`src/rtl/dm_cache_pkg.sv`:
```
package dm_cache_pkg;
  localparam int BYTE_W     = 8;
  localparam int DEF_ADDR_W = 8;
  localparam int DEF_IDX_W  = 2;
  localparam int DEF_OFS_W  = 2;
endpackage

```
`src/rtl/dm_cache_line.sv`:
```
// One cache line: valid flag, tag and a word of bytes.
module dm_cache_line
  import dm_cache_pkg::*;
#(
  parameter int TAG_W = 4,
  parameter int OFS_W = 2
) (
  input  logic                           clk,
  input  logic                           rst_n,
  input  logic                           fill_en,
  input  logic [TAG_W-1:0]               fill_tag,
  input  logic [(BYTE_W<<OFS_W)-1:0]     fill_word,
  input  logic                           wr_en,
  input  logic [OFS_W-1:0]               wr_ofs,
  input  logic [BYTE_W-1:0]              wr_byte,
  output logic                           valid_q,
  output logic [TAG_W-1:0]               tag_q,
  output logic [(BYTE_W<<OFS_W)-1:0]     word_q
);
  localparam int LINE_W = BYTE_W << OFS_W;

  logic              valid_d;
  logic [TAG_W-1:0]  tag_d;
  logic [LINE_W-1:0] word_d;
  logic              upd;

  assign upd = fill_en | wr_en;

  always_comb begin
    valid_d = valid_q;
    tag_d   = tag_q;
    word_d  = word_q;
    if (fill_en) begin
      valid_d = 1'b1;
      tag_d   = fill_tag;
      word_d  = fill_word;
    end else if (wr_en) begin
      word_d[int'(wr_ofs)*BYTE_W +: BYTE_W] = wr_byte;
    end
  end

  always_ff @(posedge clk or negedge rst_n) begin
    if (!rst_n) begin
      valid_q <= 1'b0;
    end else if (upd) begin
      valid_q <= valid_d;
    end
  end

  always_ff @(posedge clk) begin
    if (upd) begin
      tag_q  <= tag_d;
      word_q <= word_d;
    end
  end
endmodule

```
`src/rtl/dm_byte_pick.sv`:
```
// Selects one byte of a line word; zero when not enabled.
module dm_byte_pick
  import dm_cache_pkg::*;
#(
  parameter int OFS_W = 2
) (
  input  logic [(BYTE_W<<OFS_W)-1:0] word_i,
  input  logic [OFS_W-1:0]           ofs_i,
  input  logic                       en_i,
  output logic [BYTE_W-1:0]          byte_o
);
  always_comb begin
    byte_o = '0;
    if (en_i) byte_o = word_i[int'(ofs_i)*BYTE_W +: BYTE_W];
  end
endmodule

```
`src/rtl/dm_lane_encode.sv`:
```
// Builds the memory-side byte write: lane enable and replicated data.
module dm_lane_encode
  import dm_cache_pkg::*;
#(
  parameter int OFS_W = 2
) (
  input  logic                       en_i,
  input  logic [OFS_W-1:0]           ofs_i,
  input  logic [BYTE_W-1:0]          byte_i,
  output logic [(1<<OFS_W)-1:0]      lane_o,
  output logic [(BYTE_W<<OFS_W)-1:0] word_o
);
  localparam int BYTES = 1 << OFS_W;

  for (genvar b = 0; b < BYTES; b++) begin : g_lane
    assign lane_o[b] = en_i && (ofs_i == OFS_W'(b));
    assign word_o[b*BYTE_W +: BYTE_W] = byte_i;
  end
endmodule

```
`src/rtl/dm_byte_cache.sv`:
```
// Direct-mapped byte cache, write-through, no-write-allocate.
module dm_byte_cache
  import dm_cache_pkg::*;
#(
  parameter int ADDR_W = DEF_ADDR_W,
  parameter int IDX_W  = DEF_IDX_W,
  parameter int OFS_W  = DEF_OFS_W
) (
  input  logic                        clk,
  input  logic                        rst_n,
  input  logic                        rd_req,
  input  logic [ADDR_W-1:0]           rd_addr,
  output logic [BYTE_W-1:0]           cpu_rdata,
  output logic                        cpu_hit,
  output logic                        cpu_miss,
  input  logic                        wr_req,
  input  logic [ADDR_W-1:0]           wr_addr,
  input  logic [BYTE_W-1:0]           wr_data,
  output logic                        mem_rd_sel,
  output logic [ADDR_W-OFS_W-1:0]     mem_rd_addr,
  input  logic [(BYTE_W<<OFS_W)-1:0]  mem_rd_data,
  output logic                        mem_wr_en,
  output logic [ADDR_W-OFS_W-1:0]     mem_wr_addr,
  output logic [(BYTE_W<<OFS_W)-1:0]  mem_wr_data,
  output logic [(1<<OFS_W)-1:0]       mem_wr_lane
);
  localparam int LINES  = 1 << IDX_W;
  localparam int BYTES  = 1 << OFS_W;
  localparam int TAG_W  = ADDR_W - IDX_W - OFS_W;
  localparam int LINE_W = BYTE_W * BYTES;
  localparam int BLK_W  = ADDR_W - OFS_W;

  // Address fields
  logic [TAG_W-1:0] rd_tag, wr_tag;
  logic [IDX_W-1:0] rd_idx, wr_idx;
  logic [OFS_W-1:0] rd_ofs, wr_ofs;
  logic [BLK_W-1:0] rd_blk, wr_blk;

  assign rd_tag = rd_addr[ADDR_W-1 -: TAG_W];
  assign wr_tag = wr_addr[ADDR_W-1 -: TAG_W];
  assign rd_idx = rd_addr[OFS_W +: IDX_W];
  assign wr_idx = wr_addr[OFS_W +: IDX_W];
  assign rd_ofs = rd_addr[OFS_W-1:0];
  assign wr_ofs = wr_addr[OFS_W-1:0];
  assign rd_blk = rd_addr[ADDR_W-1:OFS_W];
  assign wr_blk = wr_addr[ADDR_W-1:OFS_W];

  // Line state
  logic              line_vld  [LINES];
  logic [TAG_W-1:0]  line_tag  [LINES];
  logic [LINE_W-1:0] line_word [LINES];
  logic [LINES-1:0]  fill_en;
  logic [LINES-1:0]  bwr_en;

  // Lookup
  logic              rd_hit, rd_miss, wr_hit, merge_wr;
  logic [LINE_W-1:0] sel_word, fill_word;

  assign rd_hit   = rd_req && line_vld[rd_idx] && (line_tag[rd_idx] == rd_tag);
  assign rd_miss  = rd_req && !rd_hit;
  assign wr_hit   = wr_req && line_vld[wr_idx] && (line_tag[wr_idx] == wr_tag);
  assign merge_wr = wr_req && rd_miss && (wr_blk == rd_blk);
  assign sel_word = line_word[rd_idx];

  // Fill word: memory line with a same-cycle write to this block merged in
  for (genvar b = 0; b < BYTES; b++) begin : g_merge
    assign fill_word[b*BYTE_W +: BYTE_W] =
      (merge_wr && (wr_ofs == OFS_W'(b))) ? wr_data : mem_rd_data[b*BYTE_W +: BYTE_W];
  end

  for (genvar i = 0; i < LINES; i++) begin : g_line
    assign fill_en[i] = rd_miss && (rd_idx == IDX_W'(i));
    assign bwr_en[i]  = wr_hit && (wr_idx == IDX_W'(i)) && !fill_en[i];

    dm_cache_line #(
      .TAG_W (TAG_W),
      .OFS_W (OFS_W)
    ) u_line (
      .clk       (clk),
      .rst_n     (rst_n),
      .fill_en   (fill_en[i]),
      .fill_tag  (rd_tag),
      .fill_word (fill_word),
      .wr_en     (bwr_en[i]),
      .wr_ofs    (wr_ofs),
      .wr_byte   (wr_data),
      .valid_q   (line_vld[i]),
      .tag_q     (line_tag[i]),
      .word_q    (line_word[i])
    );
  end

  dm_byte_pick #(.OFS_W(OFS_W)) u_pick (
    .word_i (sel_word),
    .ofs_i  (rd_ofs),
    .en_i   (rd_hit),
    .byte_o (cpu_rdata)
  );

  dm_lane_encode #(.OFS_W(OFS_W)) u_lane (
    .en_i   (wr_req),
    .ofs_i  (wr_ofs),
    .byte_i (wr_data),
    .lane_o (mem_wr_lane),
    .word_o (mem_wr_data)
  );

  assign cpu_hit     = rd_hit;
  assign cpu_miss    = rd_miss;
  assign mem_rd_sel  = rd_miss;
  assign mem_rd_addr = rd_blk;
  assign mem_wr_en   = wr_req;
  assign mem_wr_addr = wr_blk;
endmodule

```
`config.mk`:
```
export PLATFORM = sky130hd
export DESIGN_NAME = dm_byte_cache
export DESIGN_NICKNAME = d
export VERILOG_FILES = /design/src/rtl/dm_cache_pkg.sv /design/src/rtl/dm_cache_line.sv /design/src/rtl/dm_byte_pick.sv /design/src/rtl/dm_lane_encode.sv /design/src/rtl/dm_byte_cache.sv
export SDC_FILE = /design/constraint.sdc
export NUM_CORES = 1
export LEC_CHECK = 0
export ABC_AREA = 1
export BUFFER_PORTS_ARGS = -buffer_cell sky130_fd_sc_hd__buf_4
export CAP_MARGIN = 15
export CORE_MARGIN = 2
export CORE_UTILIZATION = 40
export CTS_CLUSTER_DIAMETER = 60
export DETAILED_ROUTE_END_ITERATION = 16
export PLACE_DENSITY = 0.57
export REMOVE_ABC_BUFFERS = 1
export SLEW_MARGIN = 20
export SYNTH_ARGS = -nofsm -noshare
export SYNTH_HDL_FRONTEND = slang
export SYNTH_HIERARCHICAL = 1
export SYNTH_SLANG_ARGS = --single-unit
```
`constraint.sdc`:
```
create_clock -name clk -period 3.7 [get_ports clk]
set_clock_uncertainty 0.1 [all_clocks]
set_input_delay 0.925 -clock clk [delete_from_list [all_inputs] [get_ports clk]]
set_output_delay 0.925 -clock clk [all_outputs]
set_load 0.1 [all_outputs]
```
## After elaboration in Yosys (flattened, before gate mapping)

Cells that the tools add are included.

- Bits in registers: 148
- Latch bits: 0
- Bits in writable memories: 0
- Bits in read-only memories: 0
- Input bits: 60
- Word-level logic and storage cells: 115
- Memories: 0

- $add $sub $neg: 1
- Multipliers: 0
- Divide/modulo/power cells: 0
- Magnitude comparators: 2
- Equal/unequal tests: 12
- Shift-type cells: 3
- Mux-type cells: 32
- Bitwise logic cells: 6
- Reduce and logical (&&, ||, !) cells: 47

Operator list:

| kind | number |
|---|---|
| two-way mux 32 bit | 10 |
| bitwise mux 32 bit | 4 |
| binary-select mux 32 bit (select 2 bit) | 1 |
| two-way mux 8 bit | 5 |
| negator 5 -> 33 bit | 1 |
| variable shift 8 x 33 -> 32 bit, first input constant | 1 |
| indexed part select 8 x 33 -> 32 bit | 1 |
| indexed part select 32 x 6 -> 8 bit | 1 |
| logical AND 1 bit | 27 |
| binary-select mux 4 bit (select 2 bit) | 2 |
| two-way mux 4 bit | 4 |
| AND reduction 2 bit | 8 |
| == test 2 bit, second input constant | 6 |
| == test 4 bit | 2 |
| nonzero test 2 bit | 4 |
| == test 2 x 1 -> 1 bit, second input constant | 3 |
| == test 6 bit | 1 |
| >= comparator 3 bit, second input constant | 2 |
| logical NOT 2 bit | 3 |
| inverter 2 -> 3 bit | 2 |
| logical NOT 1 bit | 5 |
| binary-select mux 1 bit (select 2 bit) | 2 |
| two-way mux 1 bit | 4 |
| bitwise OR 1 bit | 4 |

## Depth between registers and ports, before layout

- Depth in word-level cells: 13
- Depth in mapped cells: 17
- Depth with buffers taken out: 16

## Hierarchy

Netlist, hierarchy kept.

By module, submodules not included:

| module | instances | cells each | area each (sq um) |
|---|---|---|---|
| dm_cache_line at g_line[0].u_line ... | 3 | 204 | 1,846.8 |
| dm_byte_cache | 1 | 404 | 1,915.6 |
| dm_cache_line at g_line[3].u_line | 1 | 202 | 1,835.5 |
| dm_byte_pick | 1 | 95 | 414.1 |
| dm_lane_encode | 1 | 40 | 270.3 |

## Worst setup path before layout

OpenSTA, ideal clock, no wires.

- Path type: input to output
- Start: in rd_addr[3]
- End: out cpu_rdata[0]
- Arrival: 4.225 ns
- Required time: 2.675 ns
- Path slack: -1.550 ns
- Stages on the path: 12
- Path through: buf_4 -> nor2_2 -> nand2_1 -> nand2_1 -> nor2_1 -> nor2_1 -> nand2_1 -> nor2_1 -> nand3_2 -> inv_1 -> inv_1 -> a21oi_1

- Word-level cells in the longest chain between the ends: 7
- Elaborated cells on any way between the ends: 15
- Classes of those cells: eq/ne: 1; shift: 1; mux: 10; bitwise: 1; reduce/logical: 2

Ends and longest elaborated chain:

| item | RTL line | text |
|---|---|---|
| from (decl) | dm_byte_cache.sv:12 | `input logic [ADDR_W-1:0] rd_addr,` |
| inverter 2 -> 3 bit (not written as such) * | dm_byte_cache.sv:59 | `assign rd_hit = rd_req && line_vld[rd_idx] && (line_tag[rd_idx] == rd_tag);` |
| binary-select mux 4 bit (select 2 bit) or binary-select mux 1 bit (select 2 bit) (tied branches) | dm_byte_cache.sv:59 |  |
| two-way mux 4 bit (not written as such) or two-way mux 1 bit (tied branches) (2 in series) | dm_byte_cache.sv:59 |  |
| == test 4 bit or logical AND 1 bit (tied branches) | dm_byte_cache.sv:59 |  |
| logical AND 1 bit * | dm_byte_cache.sv:59 |  |
| net cpu_hit | dm_byte_cache.sv:14 | `output logic cpu_hit,` |
| two-way mux 8 bit * | dm_byte_pick.sv:14 | `if (en_i) byte_o = word_i[int'(ofs_i)*BYTE_W +: BYTE_W];` |
| to (decl) | dm_byte_cache.sv:13 | `output logic [BYTE_W-1:0] cpu_rdata,` |

The timed path passes the listed nets; every way through them passes the cells marked *. The select of a mux whose other input is x is not followed.

## Final worst setup path

- Start: in rd_addr[2]
- End: out cpu_rdata[5]

- Word-level cells in the longest chain between the ends: 7
- Elaborated cells on any way between the ends: 15
- Classes of those cells: eq/ne: 1; shift: 1; mux: 10; bitwise: 1; reduce/logical: 2

Ends and longest elaborated chain:

| item | RTL line |
|---|---|
| inverter 2 -> 3 bit (not written as such) * | dm_byte_cache.sv:59, dm_byte_cache.sv:63 |
| parallel branches: the longest is 5 deep, another holds binary-select mux 32 bit (select 2 bit) | n/a |
| two-way mux 8 bit * | dm_byte_pick.sv:14 |

Every way passes the cells marked *. The select of a mux whose other input is x is not followed.

==> key figures <==
Outcome
  – Outcome: complete, no violations

Synthesis
  – Post-synth EDFFs: 144
  – Synthesized flop and latch total: 148
  – Synthesized cell area: 9976 um2
  – Top_reg_cell synth: edfxtp_1
  – Post-Syn Instances: 1353
  – Avg Cell Area, Syn: 7.373 um2
  – Post-synthesis sequential area ratio: 44.35%
  – Async SR Flop Fraction: 2.703%
  – Synth top area cells: edfxtp_1 (43%), nand2_1 (25%), inv_1 (5.2%)
  – Netlist cell types: 29
  – Synth warn: 6
  – Dominant cell type by area after synthesis: edfxtp_1
  – Post-synth top area share: 43.35%

Global route
  – Vias in the first global route: 8744
  – Grt ovf: 0
  – GRT Max-Usage Layer: met2
  – Pin count of the biggest net entering global routing: 34
  – Grt met1 use: 37.47%
  – GRT met2 Usage: 42.46%
  – Global-route wire length before repair: 51.72 mm
  – Initial antenna violation count: 0
  – Tot GR Track Use: 26.62%
  – Met3 Track Usage GR: 4.009%

Job
  – Max Cap Violations: 0

STA
  – Period utilization: 98.13%
  – Final hold vios: 0
  – Slew headroom: 53.80%
  – Max Slew Vio Count: 0
  – Setup violators final: 0
  – Tmin final: 3.631 ns
  – Setup TNS: 0 ns
  – Worst-Margin Slew: 0.6904 ns
  – Unrepaired setup endpoints after global routing: yes
  – Peak Freq: 0.2754 GHz

Placement
  – IO buf count: 119
  – GP Congestion: 0.9408
  – DP Cell Count: 1758
  – Detail Placement HPWL: 25.26 mm

Cells and area
  – Fill count: 2411
  – Final #Nets: 1533
  – Layout cell share with drive strength beyond 1: 16.11%
  – Area delta synth->final: 19.08%
  – Post-route insts no fill: 1789
  – Antenna cells: 0

Clocking
  – Clk sinks: 148
  – H-tree depth: 4
  – CTS Buf Count: 17
  – Root Driver: clkbuf_16
  – Latest clock arrival within the worst-skew pair: 0.43 ns
  – CTS tree: yes
  – Post-CTS Setup Inserts: 0
  – Clk buf depth: 2
  – Clock slew at reported path FFs: 0.07 ns

Power
  – Int Pwr: 3.101 mW
  – Clock share of power: 37.2%
  – Combinational power share: 21.1%
  – Switching power: 1.509 mW
  – Power share of the sequential group: 41.7%
  – Worst vdd ir: 0.0002930 V
  – Power Density: 388.1 nW/um2
  – Switching share of power: 32.73%
  – Pleak: 5.766 nW

Min path
  – Worst min-delay path class: primary input to asynchronous set/reset pin

Drt
  – Drt drc: 0
  – Drt wl/cell: 19.32 um
  – Initial DRC count: 966
  – DR vias/cell: 5.217
  – Vias post-DR: 9334
  – Final WL: 34.56 mm
  – Pre-antenna DRT Iters: 5
  – Antenna-violating nets left: 0

Critical path
  – Slowest CP cell: buf_6
  – Crit path cell chain: buf_4, clkinvlp_4, nand2_1, nand2_1, nand2_1, nand2_1, nand2_1, nand2_1, nor2_2, nand3_2, inv_2, inv_1, buf_12, a21oi_1, buf_6
  – CP Launch Type: primary input
  – Crit path DAT: 2.61 ns
  – Max incr delay on CP: 0.25 ns
  – CP max FO: 9
  – Crit end category: primary output
  – Critical path class: primary input to primary output
  – Top cell by count, worst path: nand2_1
  – CP Data Required Time: 2.67 ns

Floorplan
  – I/O pin cnt: 120
  – Die Area: 26220 um2
  – Chip height: 161.9 um
  – Initial Utilization: 40.90%
  – Core area: 24390 um2
  – Die Span X: 161.9 um
  – FP Rows: 57
==> logic make-up (layout without fill, tap and decap cells) <==
| group | Yosys count | in the layout | share of synthesized area, % |
|---|---|---|---|
| xor+xnor | 1 | 1 | 0.08781 |
| fa+ha+maj | 20 | 20 | 2.508 |
| buf+inv | 231 | 343 | 11.14 |
| flops | 148 | 148 | 44.35 |
| compound gates | 77 | 77 | 5.368 |
| simple gates | 876 | 876 | 36.55 |
==> layout by cell type (no fill, tap or decap), drive strengths merged <==
cell	Yosys	layout
nand2	655	655
buf	72	169
inv	143	148
edfxtp	144	144
nand3	85	85
nor2	85	85
a22oi	56	56
nand3b	41	41
ha	20	20
clkbuf	16	17
a21oi	11	11
clkinvlp	0	6
nand4	6	6
o21ai	5	5
or2	4	4
dfrtp	4	4
o22ai	3	3
clkinv	0	2
a21boi	1	1
xnor2	1	1
o2111ai	1	1
bufinv	0	1
==> path summary, 6_finish.rpt <==
| kind | startpoint | end | slack [ns] | cells past startpoint |
|---|---|---|---|---|
| min in group clk | g_line[0].u_line/valid_q | g_line[0].u_line/valid_q | 0.41 | 1 |
| hold / removal | rst_n | g_line[2].u_line/valid_q | 0.18 | 1 |
| setup reg to reg | g_line[1].u_line/tag_q[0] | g_line[2].u_line/word_q[31] | 0.99 | 17 |
| max in group asynchronous | rst_n | g_line[1].u_line/valid_q | 3.22 | 1 |
| setup / recovery | rd_addr[2] | cpu_rdata[5] | 0.07 | 15 |
| hold reg to reg | g_line[0].u_line/valid_q | g_line[0].u_line/valid_q | 0.41 | 1 |
==> metrics by stage <==
stage / util (%) / setup slack, ns / area (um2) / hold slack, ns / power (mW)
detailed placement: 46.04 / -0.07151 / 11230 / 0.4003 / 2.911
CTS: 48.41 / 0.03526 / 11810 / 0.1617 / 4.602
floorplan: - / -1.954 / 9404 / 0.3608 / 2.340
global placement: 46.04 / -0.03326 / 11230 / 0.3971 / 2.909
global route: 48.70 / -0.04635 / 11880 / 0.1640 / 4.752
finish: 48.70 / 0.06921 / 11880 / 0.1774 / 4.611
==> power by group through the flow <==
stage / combinational [mW] / clock (mW) / sequential [mW]
6_report: 0.973 / 1.72 / 1.92
5_1_grt: 1.04 / 1.79 / 1.93
4_1_cts: 0.955 / 1.72 / 1.92
3_5_place_dp: 0.952 / 0 / 1.96
3_3_place_gp: 0.951 / 0 / 1.96
2_1_floorplan: 0.389 / 0 / 1.95
==> area by class of cell <==
class                           count  area, um2  area share (%)
Multi-Input combinational cell    974       4487           37.77
Sequential cell                   148       4424           37.24
Timing Repair Buffer              169       1449           12.20
Inverter                          143      543.0           4.571
Clock buffer                       17      425.4           3.581
Tap cell                          324      405.4           3.413
Clock inverter                     14      145.1           1.222
==> sequential cells by signal (all words and copies together), names as in the netlist <==
name                   cells
g_line.u_line/tag_q       16
g_line.u_line/valid_q      4
g_line.u_line/word_q     128
==> synth_stat cells (11+ instances only) <==
| cell | n |
|---|---|
| a22oi_1 | 56 |
| ha_1 | 20 |
| buf_2 | 13 |
| nand3b_1 | 41 |
| clkbuf_1 | 16 |
| nand3_1 | 83 |
| buf_4 | 56 |
| nand2_1 | 653 |
| edfxtp_1 | 144 |
| a21oi_1 | 11 |
| inv_1 | 139 |
| nor2_1 | 73 |
==> critical path, delay by kind of cell <==
kind                   cells  cell delay (ns)
buffers and inverters      6             0.91
AO/OA/AOI/OAI              1             0.16
AND/OR/NAND/NOR            8             0.60
==> metal layers <==
| metal | routed length (um) | share of wire (%) |
|---|---|---|
| met1 | 15090 | 44 |
| met2 | 15920 | 46 |
| met3 | 2894 | 8.4 |
| met4 | 658 | 1.9 |
| met5 | 0 | 0 |
==> repair_timing <==
item | 4_1_cts | 5_1_grt
setup endpoints to repair | 1 | 8
resized for setup | 2 | 20
pin swaps | 0 | 1
hold buffers | 0 | 0
hold endpoints to repair | 0 | 0
(Power assumes the default switching activity.)
